$ cat src/rtl/lp_pkg.sv
package lp_pkg;
  localparam int CFG_W = 3;

  localparam logic [1:0] MODE_SLEEP = 2'd0;
  localparam logic [1:0] MODE_STOP  = 2'd1;

  typedef enum logic [2:0] {
    ST_RUN,
    ST_SLEEP,
    ST_STOP,
    ST_STBY,
    ST_RSTX
  } lp_state_e;

  // bit0 sleep, bit1 stop, bit2 standby
  typedef struct packed {
    logic stby_dbg;
    logic stop_dbg;
    logic sleep_dbg;
  } lp_cfg_t;

  typedef struct packed {
    logic fclk_en;
    logic hclk_en;
    logic sel_rc;
    logic reg_en;
  } lp_clk_req_t;
endpackage

$ cat src/rtl/lp_dbg_cfg.sv
module lp_dbg_cfg
  import lp_pkg::*;
#(
  parameter int DW = 32
) (
  input  logic          clk_i,
  input  logic          rst_ni,
  input  logic          dbg_we_i,
  input  logic [DW-1:0] dbg_wdata_i,
  input  logic          sw_we_i,
  input  logic [DW-1:0] sw_wdata_i,
  output lp_cfg_t       cfg_o,
  output logic [DW-1:0] rdata_o
);
  logic [CFG_W-1:0] cfg_q;
  logic             unused_hi;

  assign unused_hi = ^{dbg_wdata_i[DW-1:CFG_W], sw_wdata_i[DW-1:CFG_W]};

  // only power-on reset clears; system reset is not connected here
  always_ff @(posedge clk_i or negedge rst_ni) begin
    if (!rst_ni)       cfg_q <= '0;
    else if (dbg_we_i) cfg_q <= dbg_wdata_i[CFG_W-1:0];
    else if (sw_we_i)  cfg_q <= sw_wdata_i[CFG_W-1:0];
  end

  assign cfg_o   = lp_cfg_t'(cfg_q);
  assign rdata_o = {{(DW-CFG_W){1'b0}}, cfg_q};

  a_r1_dbg_wins: assert property (@(posedge clk_i) disable iff (!rst_ni)
    dbg_we_i |=> cfg_q == $past(dbg_wdata_i[CFG_W-1:0]));

  a_r2_hold_no_write: assert property (@(posedge clk_i) disable iff (!rst_ni)
    (!dbg_we_i && !sw_we_i) |=> $stable(cfg_q));
endmodule

$ cat src/rtl/lp_mode_fsm.sv
module lp_mode_fsm
  import lp_pkg::*;
#(
  parameter int RST_CYC = 4
) (
  input  logic        clk_i,
  input  logic        rst_ni,
  input  logic        sys_rst_ni,
  input  logic        wfi_i,
  input  logic        wfe_i,
  input  logic [1:0]  mode_i,
  input  logic        wake_i,
  input  lp_cfg_t     cfg_i,
  output lp_clk_req_t req_o,
  output logic        sys_rst_req_o
);
  localparam int CW = $clog2(RST_CYC) + 1;

  lp_state_e state_q, state_d;
  logic [CW-1:0] cnt_q;

  always_comb begin
    state_d = state_q;
    unique case (state_q)
      ST_RUN: begin
        if (wfi_i || wfe_i) begin
          if (mode_i == MODE_SLEEP)     state_d = ST_SLEEP;
          else if (mode_i == MODE_STOP) state_d = ST_STOP;
          else                          state_d = ST_STBY;
        end
      end
      ST_SLEEP, ST_STOP: if (wake_i) state_d = ST_RUN;
      ST_STBY:           if (wake_i) state_d = ST_RSTX;
      ST_RSTX:           if (cnt_q == CW'(RST_CYC - 1)) state_d = ST_RUN;
      default:           state_d = ST_RUN;
    endcase
  end

  always_ff @(posedge clk_i or negedge rst_ni) begin
    if (!rst_ni) begin
      state_q <= ST_RUN;
      cnt_q   <= '0;
    end else begin
      // system reset aborts low-power states but not the exit pulse
      if (!sys_rst_ni && state_q != ST_RSTX) state_q <= ST_RUN;
      else                                   state_q <= state_d;
      cnt_q <= (state_q == ST_RSTX) ? cnt_q + 1'b1 : '0;
    end
  end

  always_comb begin
    req_o = '{fclk_en: 1'b1, hclk_en: 1'b1, sel_rc: 1'b0, reg_en: 1'b1};
    unique case (state_q)
      ST_SLEEP: req_o.hclk_en = cfg_i.sleep_dbg;
      ST_STOP: begin
        if (cfg_i.stop_dbg) req_o.sel_rc = 1'b1;
        else begin
          req_o.fclk_en = 1'b0;
          req_o.hclk_en = 1'b0;
        end
      end
      ST_STBY: begin
        if (cfg_i.stby_dbg) req_o.sel_rc = 1'b1;
        else begin
          req_o.fclk_en = 1'b0;
          req_o.hclk_en = 1'b0;
          req_o.reg_en  = 1'b0;
        end
      end
      default: ;
    endcase
  end

  assign sys_rst_req_o = (state_q == ST_RSTX);

  a_r3_no_spurious_entry: assert property (@(posedge clk_i) disable iff (!rst_ni)
    (state_q == ST_RUN && !wfi_i && !wfe_i) |=> state_q == ST_RUN);

  a_r7_wake_to_run: assert property (@(posedge clk_i) disable iff (!rst_ni)
    ((state_q == ST_SLEEP || state_q == ST_STOP) && wake_i) |=> state_q == ST_RUN);

  a_r9_reset_only_from_stby: assert property (@(posedge clk_i) disable iff (!rst_ni)
    $rose(sys_rst_req_o) |-> $past(state_q) == ST_STBY);

  a_r10_sysrst_to_run: assert property (@(posedge clk_i) disable iff (!rst_ni)
    (!sys_rst_ni && state_q != ST_RSTX) |=> state_q == ST_RUN);
endmodule

$ cat src/rtl/lp_clk_switch.sv
module lp_clk_switch
  import lp_pkg::*;
(
  input  logic        clk_i,
  input  logic        rst_ni,
  input  lp_clk_req_t req_i,
  output logic        fclk_en_o,
  output logic        hclk_en_o,
  output logic        sel_o,
  output logic        reg_en_o
);
  logic sel_q, gate_q, match;

  assign match = (req_i.sel_rc == sel_q);

  // source moves only between two gated cycles
  always_ff @(posedge clk_i or negedge rst_ni) begin
    if (!rst_ni) begin
      sel_q  <= 1'b0;
      gate_q <= 1'b0;
    end else if (!match) begin
      sel_q  <= req_i.sel_rc;
      gate_q <= 1'b1;
    end else begin
      gate_q <= 1'b0;
    end
  end

  assign fclk_en_o = req_i.fclk_en & match & ~gate_q;
  assign hclk_en_o = req_i.hclk_en & match & ~gate_q;
  assign sel_o     = sel_q;
  assign reg_en_o  = req_i.reg_en;

  a_r8_gated_before_swap: assert property (@(posedge clk_i) disable iff (!rst_ni)
    (sel_q != $past(sel_q)) |-> (!$past(fclk_en_o) && !$past(hclk_en_o)));

  a_r8_gated_after_swap: assert property (@(posedge clk_i) disable iff (!rst_ni)
    (sel_q != $past(sel_q)) |-> (!fclk_en_o && !hclk_en_o));
endmodule

$ cat src/rtl/lp_clk_ctrl.sv
module lp_clk_ctrl
  import lp_pkg::*;
#(
  parameter int DW      = 32,
  parameter int RST_CYC = 4
) (
  input  logic          clk_i,
  input  logic          rst_ni,
  input  logic          sys_rst_ni,
  input  logic          wfi_i,
  input  logic          wfe_i,
  input  logic [1:0]    mode_i,
  input  logic          wake_i,
  input  logic          dbg_we_i,
  input  logic [DW-1:0] dbg_wdata_i,
  input  logic          sw_we_i,
  input  logic [DW-1:0] sw_wdata_i,
  output logic [DW-1:0] cfg_rdata_o,
  output logic          fclk_en_o,
  output logic          hclk_en_o,
  output logic          clk_sel_o,
  output logic          reg_en_o,
  output logic          sys_rst_req_o
);
  lp_cfg_t     cfg;
  lp_clk_req_t req;

  lp_dbg_cfg #(.DW(DW)) i_cfg (
    .clk_i      (clk_i),
    .rst_ni     (rst_ni),
    .dbg_we_i   (dbg_we_i),
    .dbg_wdata_i(dbg_wdata_i),
    .sw_we_i    (sw_we_i),
    .sw_wdata_i (sw_wdata_i),
    .cfg_o      (cfg),
    .rdata_o    (cfg_rdata_o)
  );

  lp_mode_fsm #(.RST_CYC(RST_CYC)) i_fsm (
    .clk_i        (clk_i),
    .rst_ni       (rst_ni),
    .sys_rst_ni   (sys_rst_ni),
    .wfi_i        (wfi_i),
    .wfe_i        (wfe_i),
    .mode_i       (mode_i),
    .wake_i       (wake_i),
    .cfg_i        (cfg),
    .req_o        (req),
    .sys_rst_req_o(sys_rst_req_o)
  );

  lp_clk_switch i_sw (
    .clk_i    (clk_i),
    .rst_ni   (rst_ni),
    .req_i    (req),
    .fclk_en_o(fclk_en_o),
    .hclk_en_o(hclk_en_o),
    .sel_o    (clk_sel_o),
    .reg_en_o (reg_en_o)
  );
endmodule

$ cat config.mk
export PLATFORM = sky130hd
export DESIGN_NAME = lp_clk_ctrl
export DESIGN_NICKNAME = d
export VERILOG_FILES = /design/src/rtl/lp_pkg.sv /design/src/rtl/lp_dbg_cfg.sv /design/src/rtl/lp_mode_fsm.sv /design/src/rtl/lp_clk_switch.sv /design/src/rtl/lp_clk_ctrl.sv
export SDC_FILE = /design/constraint.sdc
export NUM_CORES = 1
export LEC_CHECK = 0
export CAP_MARGIN = 20
export CORE_AREA = 2 2 43 45
export CTS_BUF_LIST = sky130_fd_sc_hd__clkbuf_16
export DETAILED_ROUTE_END_ITERATION = 8
export DIE_AREA = 0 0 45 47
export DONT_BUFFER_PORTS = 1
export GPL_ROUTABILITY_DRIVEN = 0
export PLACE_DENSITY = 0.69
export SLEW_MARGIN = 20
export SYNTH_ARGS = -nofsm -noshare
export SYNTH_HDL_FRONTEND = slang
export SYNTH_SLANG_ARGS = --single-unit
$ cat constraint.sdc
create_clock -name clk_i -period 1.5 [get_ports clk_i]
set_input_delay 0.15 -clock clk_i [delete_from_list [all_inputs] [get_ports clk_i]]
set_output_delay 0.15 -clock clk_i [all_outputs]
set_load 0.03 [all_outputs]
==> results of run 1 <==
-- sequential cells by signal, indices dropped and copies added (netlist names) --
name and count:
i_cfg.cfg_o 3, i_fsm.cnt_q 3, i_fsm.state_q 3, i_sw.gate_q 1, i_sw.sel_o 1
-- routing by layer --
metal	track usage [%]	share of wire, %	wire [um]	up-vias
met4	12.4	3.0	38	0
li1	-	-	-	242
met2	23.1	47	594	41
met1	14.2	34	439	231
met3	6.15	16	201	4
met5	0	0	0	-
-- power groups by stage --
stage	Sequential [mW]	Combinational, mW	Clock (mW)
2_1_floorplan	0.368	0.286	0
3_3_place_gp	0.347	0.308	0
3_5_place_dp	0.348	0.313	0
4_1_cts	0.348	0.326	0.483
6_report	0.348	0.339	0.472
5_1_grt	0.350	0.364	0.500
-- cells in the final DEF, fill, tap and decap left out, types with 2 or more instances in the layout --
cell type	count
conb_1	29
dfrtp_1	8
buf_4	8
nand2_1	5
inv_1	5
nor2_1	4
o21ai_0	4
mux2i_1	3
clkbuf_16	3
dfrtp_2	3
nand2b_1	2
o221ai_1	2
a21oi_1	2
ha_1	2
-- stage by stage --
stage | power [mW] | std cells | setup TNS [ns] | setup WS [ns]
4_1_cts | 1.16 | 112 | -0.365 | -0.238
5_1_grt | 1.22 | 113 | -0.607 | -0.257
3_3_place_gp | 0.656 | 107 | 0 | 0.00488
3_5_place_dp | 0.661 | 107 | -0.0422 | -0.0422
2_1_floorplan | 0.654 | 111 | -0.00917 | -0.00917
6_report | 1.16 | 113 | -0.380 | -0.208
-- path summary, 6_finish.rpt --
kind | slack (ns) | cells past startpoint | end
max reg2reg | 0.18 | 5 | i_fsm.state_q[2]
min in group asynchronous | 0.31 | 1 | i_cfg.cfg_o[0]
max in group asynchronous | 0.83 | 1 | i_cfg.cfg_o[2]
min reg2reg | 0.44 | 1 | i_fsm.cnt_q[0]
max | -0.21 | 4 | hclk_en_o
min | 0.02 | 1 | i_cfg.cfg_o[2]
-- cells by family (layout without fill, tap and decap cells) --
kind of cell,count (synthesis),after routing,synth area share [%]
buffers and inverters,34,19,30.9
adder cells (fa/ha/maj),2,2,3.27
flip-flops,11,11,35.9
multiplexers,4,4,5.23
AO/OA/AOI/OAI,12,12,11.3
other,1,29,0.490
AND/OR/NAND/NOR,19,19,12.9
-- area by class of cell --
type                    count  area share [%]
multi-input cells          66            45.3
flip-flops and latches     11            31.9
repair buffers             10            9.29
clock buffers               3            8.57
well taps                  17            2.43
inverters                   5            2.14
clock inverters             1           0.429
-- what timing repair did --
action | in CTS | in global routing
setup buffers | 0 | 1
gates resized for setup | 3 | 2
endpoints found under the hold margin | 11 | 0
pin swaps | 4 | 1
endpoints found under the setup margin | 3 | 4
hold buffers | 1 | 0
==> impl_metrics.toml, run 1 <==
[place]
post_dp_cell_area_um2 = 763
place_hpwl_mm = 1.05
portBuffers = 0

[outcome]
violations = "negative setup slack"
status = "finished with violations"

[sta]
fin_ws_ns = -0.208
skew_ns = 0.000847
fmax_ghz = 0.586
finalSetupViolCount = 3
rsz0062_at_grt = "yes"
layout_min_cycle_time_ns = 1.71
hold_slack_ns = 0.0162
slew_violations = 0
hold_viol_final = 0
fin_crit_sh_pct = 114

[worst_setup_path]
critPathTopFamily = "compound AO/OA/AOI/OAI gates"
worstPathArrival_ns = 1.56
crit_chain = "mux2i_4, a21o_1, a2111oi_4, buf_6"
startpoint = "i_fsm.state_q[0]"
cp.required_ns = 1.35
rr_startpoint = "i_fsm.state_q[0]"
cp_num_buf_inv = 1
start_kind = "flop"
cp_slowest_cell = "dfrtp_2"
crit_fanout = 4
cp-end-kind = "output pin"
worstSetupPathType = "reg -> out"
slowest_delay_ns = 0.43

[finish]
diodes = 0
nNetsFinal = 173
regArea_um2 = 279
final_cell_area_um2 = 876
fin_util_pct = 53.0
multiInputGateArea_um2 = 397
layout-drive-gt1-share_pct = 22.9
syn2layout_area_growth_pct = 14.4
fillCellCount = 140

[routing]
dr.pass1.iters = 4
drc = 0
antenna_left = 0
drt_iter0_drc = 3
wirelength_mm = 1.27
wl_per_cell_um = 11.3
routed-via-count = 518
routed_via_density = 4.58

[synthesis]
yosysTopAreaCell = "dfrtp_1"
synth.distinct_cells = 24
synth_top_cells_by_area = "dfrtp_1 36%, buf_4 28%, mux2i_1 5.2%"
syn_area_um2 = 766
async_flop_share_pct = 100
yosysMostFrequentCell = "buf_4"
synth_top_flop_cell = "dfrtp_1"
synth_top_area_share_pct = 35.9
ys_seq_area_share_pct = 35.9
synthTopCellsByCount = "29 x buf_4, 11 x dfrtp_1, 5 x inv_1, 5 x nand2_1"
ys_ff_latch = 11
syn_avg_cell_area_um2 = 9.23
synth_cells = 83
synth_edf_count = 0
ys_warn_count = 0

[floorplan]
fp.dieArea_um2 = 2120
coreArea_um2 = 1650
start_util_pct = 46.4
ioPinCount = 111
die_x_um = 45
die_height_um = 47
rows = 15

[power_and_ir_drop]
p_leak_nw = 0.459
netSwitchingPower_mw = 0.375
comb_power_share_pct = 29.3
vdd_drop_max_v = 0.000667
clockPowerShare_pct = 40.7
power.share.sequential_pct = 30.0
sw_frac_of_total_pct = 32.3
p_per_area_nw_per_um2 = 1320
p_int_mw = 0.784

[global_routing]
grtUsageTotal_pct = 14.3
grt_max_degree = 12
antenna_found_initial = 0
grt_overflow = 0
grt_pass1_vias = 487
grt_pass1_wl_mm = 2.00

[min_path]
hp-class = "in -> reg"
hold_start = "dbg_we_i"

[cts]
cts_tree = "built"
clk_pin_slew_ns = 0.04
cts_root_buf = "clkbuf_16"
numCtsBuffers = 3
clockBufferDepth = 2
clk_latency_ns = 0.24
htreeDepth = 1
cts.sinks = 11

[flow_run]
cap_violations = 0
(Power assumes the default switching activity.)
==> run 2, diff against run 1 <==
==> constraint.sdc (replaced) <==
create_clock -name clk_i -period 1.64 [get_ports clk_i]
set_input_delay 0.164 -clock clk_i [delete_from_list [all_inputs] [get_ports clk_i]]
set_output_delay 0.164 -clock clk_i [all_outputs]
set_load 0.03 [all_outputs]
==> run 2 against run 1 <==
The flow still finishes with violations (negative setup slack). Core utilization did not move. Worst setup slack improved by 0.10 ns. Design area did not move. Via count rose by 1.4%. Die area did not move. Clock skew rose by 0.00076 ns. Sequential power fell by 8.9%. Critical endpoint unchanged. Hold slack improved by 0.014 ns. Total power fell by 8.2%. Global-route usage rose by 0.29 points.
==> impl_metrics.toml, run 2 (synthesized netlist as in run 1, its figures left out) <==
[floorplan]
coreArea_um2 = 1650
start_util_pct = 46.4
die_height_um = 47
ioPinCount = 111
rows = 15
die_x_um = 45
fp.dieArea_um2 = 2120

[flow_run]
cap_violations = 0

[power_and_ir_drop]
netSwitchingPower_mw = 0.350
p_leak_nw = 0.463
clockPowerShare_pct = 41.4
comb_power_share_pct = 28.8
vdd_drop_max_v = 0.000817
p_per_area_nw_per_um2 = 1210
sw_frac_of_total_pct = 32.9
p_int_mw = 0.713
power.share.sequential_pct = 29.8

[finish]
syn2layout_area_growth_pct = 14.4
layout_common_cells = "29 x conb_1, 11 x dfrtp_1, 8 x buf_4, 5 x nand2_1, 5 x inv_1"
fin_util_pct = 53.0
layout_commonest_cell = "conb_1"
layout-drive-gt1-share_pct = 18.8
nNetsFinal = 173
diodes = 0

[cts]
htreeDepth = 1
clockBufferDepth = 2
numCtsBuffers = 3
clk_pin_slew_ns = 0.04
clk_latency_ns = 0.24
cts_tree = "built"
cts_root_buf = "clkbuf_16"
cts.sinks = 11

[worst_setup_path]
worstSetupPathType = "reg -> out"
cp.required_ns = 1.48
rr_startpoint = "i_fsm.state_q[0]"
cp-end-kind = "output pin"
crit_fanout = 2
worstPathArrival_ns = 1.58
reg2reg_slack_ns = 0.34
start_kind = "flop"
worstReg2RegEnd = "i_fsm.state_q[2]"
ff2ff_path_depth = 5

[routing]
routed_via_density = 4.65
wl_per_cell_um = 11.6
dr.pass1.iters = 4
antenna_left = 0
wirelength_mm = 1.32
wl_met2_um = 679
dr.max_layer_used = "met4"
routed-via-count = 525
drt_iter0_drc = 4
wl_met3_um = 214
met1_length_um = 392
drc = 0

[place]
place_hpwl_mm = 1.08
portBuffers = 0

[global_routing]
grt_pass1_vias = 470
grt_overflow = 0
grtUsageTotal_pct = 14.6
grt_max_degree = 12
antenna_found_initial = 0
grt_pass1_wl_mm = 2.05

[outcome]
violations = "negative setup slack"
status = "finished with violations"

[sta]
setup_tns_ns = -0.108
fin_ws_ns = -0.108
slew_violations = 0
hold_viol_final = 0
rsz0062_at_grt = "yes"
fin_crit_sh_pct = 107
fmax_ghz = 0.572
skew_ns = 0.00161
hold_slack_ns = 0.0301
layout_min_cycle_time_ns = 1.75
finalSetupViolCount = 1

[min_path]
hp-class = "in -> reg"
hold_start = "dbg_we_i"
min_to = "i_cfg.cfg_o[0]"
hold_depth = 1
run 2: critical path, cell delays in order, from the launching register on:
cell,delay [ns]
dfrtp_1,0.42
buf_6,0.14
nor3b_1,0.12
a21o_1,0.18
a2111oi_4,0.27
buf_4,0.21
run 2: final cells by class:
type,instances,area [um^2]
multi-input combinational,66,400
clock inverter,1,3.75
clock buffer,3,75.1
fill,147,776
sequential,11,275
inverter,5,18.8
tap,17,21.3
timing repair buffer,10,81.3
run 2: how the worst max path moves through the flow:
stage                     start   endpoint  slack, ns  cells past startpoint
5_1_grt        i_fsm.state_q[0]  hclk_en_o      -0.18                      4
2_1_floorplan    i_cfg.cfg_o[2]  hclk_en_o       0.02                      3
6_report       i_fsm.state_q[0]  hclk_en_o      -0.11                      5
3_3_place_gp   i_fsm.state_q[0]  hclk_en_o       0.11                      4
4_1_cts        i_fsm.state_q[0]  hclk_en_o      -0.11                      5
3_5_place_dp   i_fsm.state_q[0]  hclk_en_o       0.10                      4
run 2: power groups by stage:
| stage | combinational (mW) | clock [mW] | sequential [mW] |
|---|---|---|---|
| finish | 0.306 | 0.440 | 0.317 |
| global route | 0.328 | 0.471 | 0.320 |
| CTS | 0.303 | 0.449 | 0.317 |
| detailed placement | 0.280 | 0 | 0.316 |
| global placement | 0.278 | 0 | 0.315 |
| floorplan | 0.257 | 0 | 0.334 |
run 2: through the flow:
step	cell area [um^2]	setup slack, ns	power (mW)	instances
4_1_cts	870	-0.115	1.07	113
2_1_floorplan	888	0.0216	0.592	111
3_3_place_gp	752	0.110	0.593	107
3_5_place_dp	752	0.105	0.596	107
6_report	876	-0.108	1.06	113
5_1_grt	876	-0.179	1.12	113
run 2: timing repair:
action / CTS / global route
setup buffers: 1 / 0
setup endpoints to repair: 1 / 3
hold buffers: 1 / 0
gates resized for setup: 5 / 1
hold endpoints to repair: 11 / 0
pin swaps: 3 / 1
run 2: metal layers:
layer | vias to the layer above | track usage, %
met4 | 0 | 10.6
met5 | - | 0
met2 | 41 | 24.3
met3 | 4 | 7.69
met1 | 236 | 13.9
li1 | 244 | -
